<file path="src/rtl/txl0s_pkg.sv">
package txl0s_pkg;
    typedef enum logic [1:0] {
        LS_ACTIVE = 2'd0,
        LS_ENTER  = 2'd1,
        LS_IDLE   = 2'd2,
        LS_WAKE   = 2'd3
    } lstate_t;
endpackage

</file>
<file path="src/rtl/txl0s_idle_timer.sv">
module txl0s_idle_timer #(
    parameter int W = 11
) (
    input  logic         clk,
    input  logic         rst_n,
    input  logic         count,
    input  logic [W-1:0] limit,
    output logic         reached
);
    localparam logic [W-1:0] CMAX = {W{1'b1}};
    logic [W-1:0] cnt_q;

    always_ff @(posedge clk or negedge rst_n) begin
        if (!rst_n)
            cnt_q <= '0;
        else if (!count)
            cnt_q <= '0;
        else if (cnt_q != CMAX)
            cnt_q <= cnt_q + 1'b1;
    end

    assign reached = (cnt_q >= limit);
endmodule

</file>
<file path="src/rtl/txl0s_hold_timer.sv">
module txl0s_hold_timer #(
    parameter int MIN_CYC = 16
) (
    input  logic clk,
    input  logic rst_n,
    input  logic run,
    output logic done
);
    localparam int HW = $clog2(MIN_CYC + 1);
    localparam logic [HW-1:0] HMAX = HW'(MIN_CYC);
    logic [HW-1:0] cnt_q;

    always_ff @(posedge clk or negedge rst_n) begin
        if (!rst_n)
            cnt_q <= '0;
        else if (!run)
            cnt_q <= '0;
        else if (cnt_q != HMAX)
            cnt_q <= cnt_q + 1'b1;
    end

    assign done = (cnt_q == HMAX);
endmodule

</file>
<file path="src/rtl/txl0s_fts_counter.sv">
module txl0s_fts_counter #(
    parameter int W = 8
) (
    input  logic         clk,
    input  logic         rst_n,
    input  logic         load,
    input  logic [W-1:0] load_val,
    input  logic         dec,
    output logic         empty
);
    logic [W-1:0] left_q;

    always_ff @(posedge clk or negedge rst_n) begin
        if (!rst_n)
            left_q <= '0;
        else if (load)
            left_q <= load_val;
        else if (dec && left_q != '0)
            left_q <= left_q - 1'b1;
    end

    assign empty = (left_q == '0);
endmodule

</file>
<file path="src/rtl/txl0s_ctrl.sv">
module txl0s_ctrl
    import txl0s_pkg::*;
#(
    parameter int IDLE_W   = 11,
    parameter int MIN_HOLD = 16,
    parameter int FTS_W    = 8
) (
    input  logic              clk,
    input  logic              rst_n,
    input  logic              pkt_pending,
    input  logic [1:0]        pm_ctrl,
    input  logic [IDLE_W-1:0] idle_limit,
    input  logic [FTS_W-1:0]  fts_num,
    input  logic              os_ack,
    output logic              eios_req,
    output logic              fts_req,
    output logic              elec_idle,
    output logic [1:0]        link_state
);
    lstate_t state_q, state_d;

    logic idle_count, idle_reached;
    logic hold_done;
    logic fts_load, fts_dec, fts_empty;
    logic wake_cause;
    logic unused_pm_hi;

    assign unused_pm_hi = pm_ctrl[1];

    // Idle run only grows in ACTIVE with entry enabled and nothing queued
    assign idle_count = (state_q == LS_ACTIVE) && pm_ctrl[0] && !pkt_pending;
    assign wake_cause = pkt_pending || !pm_ctrl[0];
    assign fts_load   = (state_q == LS_IDLE) && hold_done && wake_cause;
    assign fts_dec    = (state_q == LS_WAKE) && os_ack;

    txl0s_idle_timer #(.W(IDLE_W)) u_idle (
        .clk     (clk),
        .rst_n   (rst_n),
        .count   (idle_count),
        .limit   (idle_limit),
        .reached (idle_reached)
    );

    txl0s_hold_timer #(.MIN_CYC(MIN_HOLD)) u_hold (
        .clk   (clk),
        .rst_n (rst_n),
        .run   (state_q == LS_IDLE),
        .done  (hold_done)
    );

    txl0s_fts_counter #(.W(FTS_W)) u_fts (
        .clk      (clk),
        .rst_n    (rst_n),
        .load     (fts_load),
        .load_val (fts_num),
        .dec      (fts_dec),
        .empty    (fts_empty)
    );

    // State register
    always_ff @(posedge clk or negedge rst_n) begin
        if (!rst_n)
            state_q <= LS_ACTIVE;
        else
            state_q <= state_d;
    end

    // Next-state logic
    always_comb begin
        state_d = state_q;
        unique case (state_q)
            LS_ACTIVE: if (idle_count && idle_reached) state_d = LS_ENTER;
            LS_ENTER:  if (os_ack)                     state_d = LS_IDLE;
            LS_IDLE:   if (hold_done && wake_cause)    state_d = LS_WAKE;
            LS_WAKE:   if (fts_empty)                  state_d = LS_ACTIVE;
            default:                                   state_d = LS_ACTIVE;
        endcase
    end

    // Outputs, decoded from the registered state
    always_comb begin
        eios_req  = 1'b0;
        fts_req   = 1'b0;
        elec_idle = 1'b0;
        unique case (state_q)
            LS_ACTIVE: ;
            LS_ENTER:  eios_req  = 1'b1;
            LS_IDLE:   elec_idle = 1'b1;
            LS_WAKE:   fts_req   = !fts_empty;
            default:   ;
        endcase
        link_state = state_q;
    end
endmodule

</file>
<file path="config.mk">
export PLATFORM = sky130hd
export DESIGN_NAME = txl0s_ctrl
export DESIGN_NICKNAME = d
export VERILOG_FILES = /design/src/rtl/txl0s_pkg.sv /design/src/rtl/txl0s_idle_timer.sv /design/src/rtl/txl0s_hold_timer.sv /design/src/rtl/txl0s_fts_counter.sv /design/src/rtl/txl0s_ctrl.sv
export SDC_FILE = /design/constraint.sdc
export NUM_CORES = 1
export LEC_CHECK = 0
export BUFFER_PORTS_ARGS = -buffer_cell sky130_fd_sc_hd__buf_2
export CORE_MARGIN = 4
export CORE_UTILIZATION = 58
export CTS_BUF_LIST = sky130_fd_sc_hd__clkbuf_8
export DETAILED_ROUTE_END_ITERATION = 10
export GPL_ROUTABILITY_DRIVEN = 0
export PLACE_DENSITY = 0.81
export SLEW_MARGIN = 20
export SYNTH_ARGS = -nofsm -noshare
export SYNTH_HDL_FRONTEND = slang
export SYNTH_SLANG_ARGS = --single-unit
export TNS_END_PERCENT = 10
</file>
<file path="constraint.sdc">
create_clock -name clk -period 2.1 [get_ports clk]
set_input_delay 0.105 -clock clk [delete_from_list [all_inputs] [get_ports clk]]
set_output_delay 0.105 -clock clk [all_outputs]
set_load 0.02 [all_outputs]
</file>
==> results by group <==
Critical path
  • Crit. End Element: register
  • Signal arrival time at the worst endpoint: 2.14 ns
  • Cells traversed along the worst timing path: inv_1, ha_1, nor3b_4, a21boi_2, a221o_1, a221oi_2, mux2_1
  • Internal reg-to-reg setup slack: 0.12 ns
  • Critical path's top delay family: compound AO/OA/AOI/OAI gates
  • Max stage delay cell, worst path: sky130_fd_sc_hd__dfrtp_1
  • RR Endpoint: link_state[1]
  • Register-to-Register Path Depth: 7
  • Critical path startpoint category: register
  • Kind of critical path: reg2reg
  • Req. time, crit path: between 2 and 2.5 ns
  • R2r startpoint: u_fts.left_q[0]
  • Max FO, Critical Path: 3
  • CP peak stage delay: 0.42 ns
  • Critical path buffers and inverters: 1

Die
  • Core Rows: 19
  • Number of I/O pins: 30
  • Die Y-Extent: 62.6 um
  • Placeable Area: between 2000 and 3000 um2
  • Die area: about 3900 um2
  • Die extent in x: 62.6 um
  • Initial cell density of the core: 61.6%

CTS
  • Clock root buffer: sky130_fd_sc_hd__clkbuf_8
  • Longest Clk Path Bufs: 2
  • Clock latency on the worst-skew pair: approximately 0.27 ns
  • Total clock buffers created by CTS: 3
  • H-tree Lvls: 1
  • Clock sink total: 26
  • CTS tree: yes
  • Clock input transition at the sequential cells of the worst setup and hold paths: ~0.1 ns

Placed design
  • HPWL Detailed: 2650 um
  • Count of input and output buffers: 28
  • Instance area at placement: roughly 1900 um2

Timing
  • Setup TNS: 0 ns
  • Share of the clock period used by the worst path after layout: 94.1%
  • Peak Freq: between 0.5 and 0.6 GHz
  • Number of failing hold endpoints at the final stage: 0
  • Max Slew Vio Count: 0
  • Final worst clock skew: 0.00897 ns
  • Count of endpoints failing setup in the final report: 0
  • Setup repair after global routing missed its margin: false
  • Period minus WS final: 1.98 ns
  • Slew at the pin closest to its max-slew limit: 0.596 ns
  • Remaining max-slew budget at the tightest pin: 60.3%

GRT
  • Wire length of the first global-routing pass: 5960 um
  • Overflow left after global routing: 0
  • Total global routing track utilization: a little under a fifth
  • Vias in the first global route: roughly 1400
  • Maximum number of pins on one net before global-route repair: 27
  • Number of antenna violations at the first check in global routing: 0

Drt
  • DR WL/cell: 14.2 um
  • M1 WL: 1540 um
  • Routed length on met3: 97 um
  • Highest Signal Layer: met4
  • Post-DR vias/cell: 5.51
  • Via count: between 1000 and 1500
  • Post-route ant nets: 0
  • Count of routing violations after the opening detailed-route iteration: 47
  • Number of design rule violations left after detail routing: 0
  • Number of detailed-routing iterations run before antenna repair: 4
  • Total length of routed met2 wires: 1870 um
  • Final Routed Wirelength: 3540 um

Min path
  • Min-Delay Endpoint: u_fts.left_q[1]
  • Type of the most critical hold path: in2reg
  • Launch instance of the worst min-delay path: fts_num[1]
  • WHS Path Cells: 2

Synth
  • Instance count of the mapped netlist: 184
  • Cell area after synthesis: 1730 um2
  • Synth Register Bits: 26
  • Post-Synthesis Net Count: 229
  • Warnings, synthesis: 0
  • Synth Area per Inst: 9.38 um2
  • Number of library cell types mapped by synthesis: 41
  • Portion of the post-synthesis area used by sequential elements: 37.7%

Finish
  • Antenna cell count: 0
  • Area growth syn-to-layout: 17.0%
  • Fraction of final layout cells with drive strength greater than 1: 19.6%
  • Commonest cells after routing, fill and taps aside: sky130_fd_sc_hd__buf_2, sky130_fd_sc_hd__dfrtp_1, sky130_fd_sc_hd__nor2_1
  • Post-route design area: 2020 um2
  • Most common cell after layout, fill and taps aside: sky130_fd_sc_hd__buf_2
  • FILL cells: 209
  • Final net count: 265

Pwr
  • Worst supply voltage drop on vdd: ~0.47 mV
  • P_leak: 0.000973 uW
  • Internal: 991 uW
  • Net load switching power: between 400 and 500 uW
  • Sequential share of power: 40.8%
  • Share of total power in combinational logic: 30.6%
  • Part of the total power dissipated in the clock network: approximately 29%
  • PwrDens: 717 nW/um2
  • Net switching share of the total power: 31.6%

Run status
  • Status: finished, final reports clean

Job
  • Max-capacitance violation count: 0
==> final cells by class <==
cell class              count  area, um2  share of cell area [%]
clock buffers               3       41.3                    2.04
clock inverters             1       30.0                    1.49
inverters                  18       67.6                    3.34
multi-input cells         138       1010                    50.1
flip-flops and latches     26        651                    32.2
well taps                  31       38.8                    1.92
repair buffers             33        180                    8.92
==> through the flow <==
stage / hold WS (ns) / worst slack, ns / util (%) / power (uW) / instances
finish: 0.0741 / 0.124 / 72.0 / 1450 / 250
global route: 0.0615 / 0.0325 / 72.0 / 1540 / 250
CTS: 0.0692 / 0.0207 / 71.4 / 1460 / 249
detailed placement: 0.140 / 0.0452 / 68.5 / 1040 / 244
global placement: 0.129 / 0.131 / 68.5 / 1020 / 244
floorplan: -0.191 / 0.111 / - / 910 / 184
==> kinds of logic (layout without fill, tap and decap cells) <==
family	count (synthesis)	count (layout)	share of synthesized area (%)
mux	4	4	2.46
simple gates	68	68	21.7
flops	26	26	37.7
compound gates	31	31	11.7
xor+xnor	15	15	7.61
buf+inv	20	55	4.35
fa+ha+maj	20	20	14.5
==> timing repair <==
action                     4_1_cts  5_1_grt
setup endpoints to repair        0        1
resized for setup                0        2
setup buffers                    0        1
hold buffers                     1        0
hold endpoints to repair        26        0
==> routing by layer <==
layer	GRT usage [%]	vias to the layer above
met5	0	-
met4	6.34	0
met3	3.60	4
met2	34.2	15
met1	21.4	644
li1	-	714
==> state kept, by name (all words and copies together) (netlist names) <==
register,flops
link_state,2
u_hold.cnt_q,5
u_idle.cnt_q,11
u_fts.left_q,8
==> worst max-delay path by stage <==
stage | start | end | slack [ns] | cells after the start
after CTS | u_fts.left_q[0] | link_state[1] | 0.02 | 7
after detailed placement | u_fts.left_q[0] | link_state[1] | 0.05 | 7
after floorplan | u_fts.left_q[0] | link_state[1] | 0.11 | 7
after global placement | u_fts.left_q[0] | link_state[1] | 0.13 | 7
final | u_fts.left_q[0] | link_state[1] | 0.12 | 7
after global routing | u_fts.left_q[0] | link_state[1] | 0.03 | 7
==> cell usage after synthesis <==
| library cell | n | area share [%] |
|---|---|---|
| sky130_fd_sc_hd__a211o_1 | 1 | 0.51 |
| sky130_fd_sc_hd__a211oi_1 | 1 | 0.43 |
| sky130_fd_sc_hd__a21boi_2 | 1 | 0.65 |
| sky130_fd_sc_hd__a21o_1 | 1 | 0.43 |
| sky130_fd_sc_hd__a21oi_1 | 16 | 4.6 |
| sky130_fd_sc_hd__a221o_1 | 1 | 0.58 |
| sky130_fd_sc_hd__a221oi_1 | 1 | 0.51 |
| sky130_fd_sc_hd__a221oi_2 | 1 | 0.87 |
| sky130_fd_sc_hd__a31oi_1 | 2 | 0.72 |
| sky130_fd_sc_hd__and2_1 | 3 | 1.1 |
| sky130_fd_sc_hd__and3_1 | 1 | 0.36 |
| sky130_fd_sc_hd__and4_1 | 1 | 0.51 |
| sky130_fd_sc_hd__and4bb_2 | 1 | 0.72 |
| sky130_fd_sc_hd__clkbuf_1 | 2 | 0.43 |
| sky130_fd_sc_hd__dfrtp_1 | 26 | 38 |
| sky130_fd_sc_hd__ha_1 | 20 | 14 |
| sky130_fd_sc_hd__inv_1 | 18 | 3.9 |
| sky130_fd_sc_hd__mux2_1 | 1 | 0.65 |
| sky130_fd_sc_hd__mux2_2 | 1 | 0.65 |
| sky130_fd_sc_hd__mux2i_1 | 2 | 1.2 |
| sky130_fd_sc_hd__nand2_1 | 9 | 2.0 |
| sky130_fd_sc_hd__nand2b_1 | 1 | 0.36 |
| sky130_fd_sc_hd__nand3_1 | 6 | 1.7 |
| sky130_fd_sc_hd__nand3b_1 | 2 | 0.87 |
| sky130_fd_sc_hd__nand4_1 | 3 | 1.1 |
| sky130_fd_sc_hd__nor2_1 | 21 | 4.6 |
| sky130_fd_sc_hd__nor2b_1 | 2 | 0.72 |
| sky130_fd_sc_hd__nor3_1 | 7 | 2.0 |
| sky130_fd_sc_hd__nor3b_1 | 2 | 0.87 |
| sky130_fd_sc_hd__nor4_1 | 2 | 0.72 |
| sky130_fd_sc_hd__nor4_2 | 1 | 0.72 |
| sky130_fd_sc_hd__nor4_4 | 1 | 1.2 |
| sky130_fd_sc_hd__nor4b_1 | 2 | 1.0 |
| sky130_fd_sc_hd__o211ai_1 | 1 | 0.43 |
| sky130_fd_sc_hd__o21a_1 | 2 | 0.87 |
| sky130_fd_sc_hd__o21ai_0 | 2 | 0.58 |
| sky130_fd_sc_hd__o21bai_1 | 1 | 0.43 |
| sky130_fd_sc_hd__or2b_1 | 1 | 0.43 |
| sky130_fd_sc_hd__or3_1 | 2 | 0.72 |
| sky130_fd_sc_hd__xnor2_1 | 14 | 7.1 |
| sky130_fd_sc_hd__xor2_1 | 1 | 0.51 |
==> power by group through the flow <==
stage                     Sequential, uW  Combinational (uW)  Clock [uW]
after floorplan                      618                 292           0
after detailed placement             603                 439           0
after CTS                            593                 448         423
after global placement               596                 423           0
after global routing                 602                 489         454
final                                591                 443         415
Power figures use the tool's default switching activity.
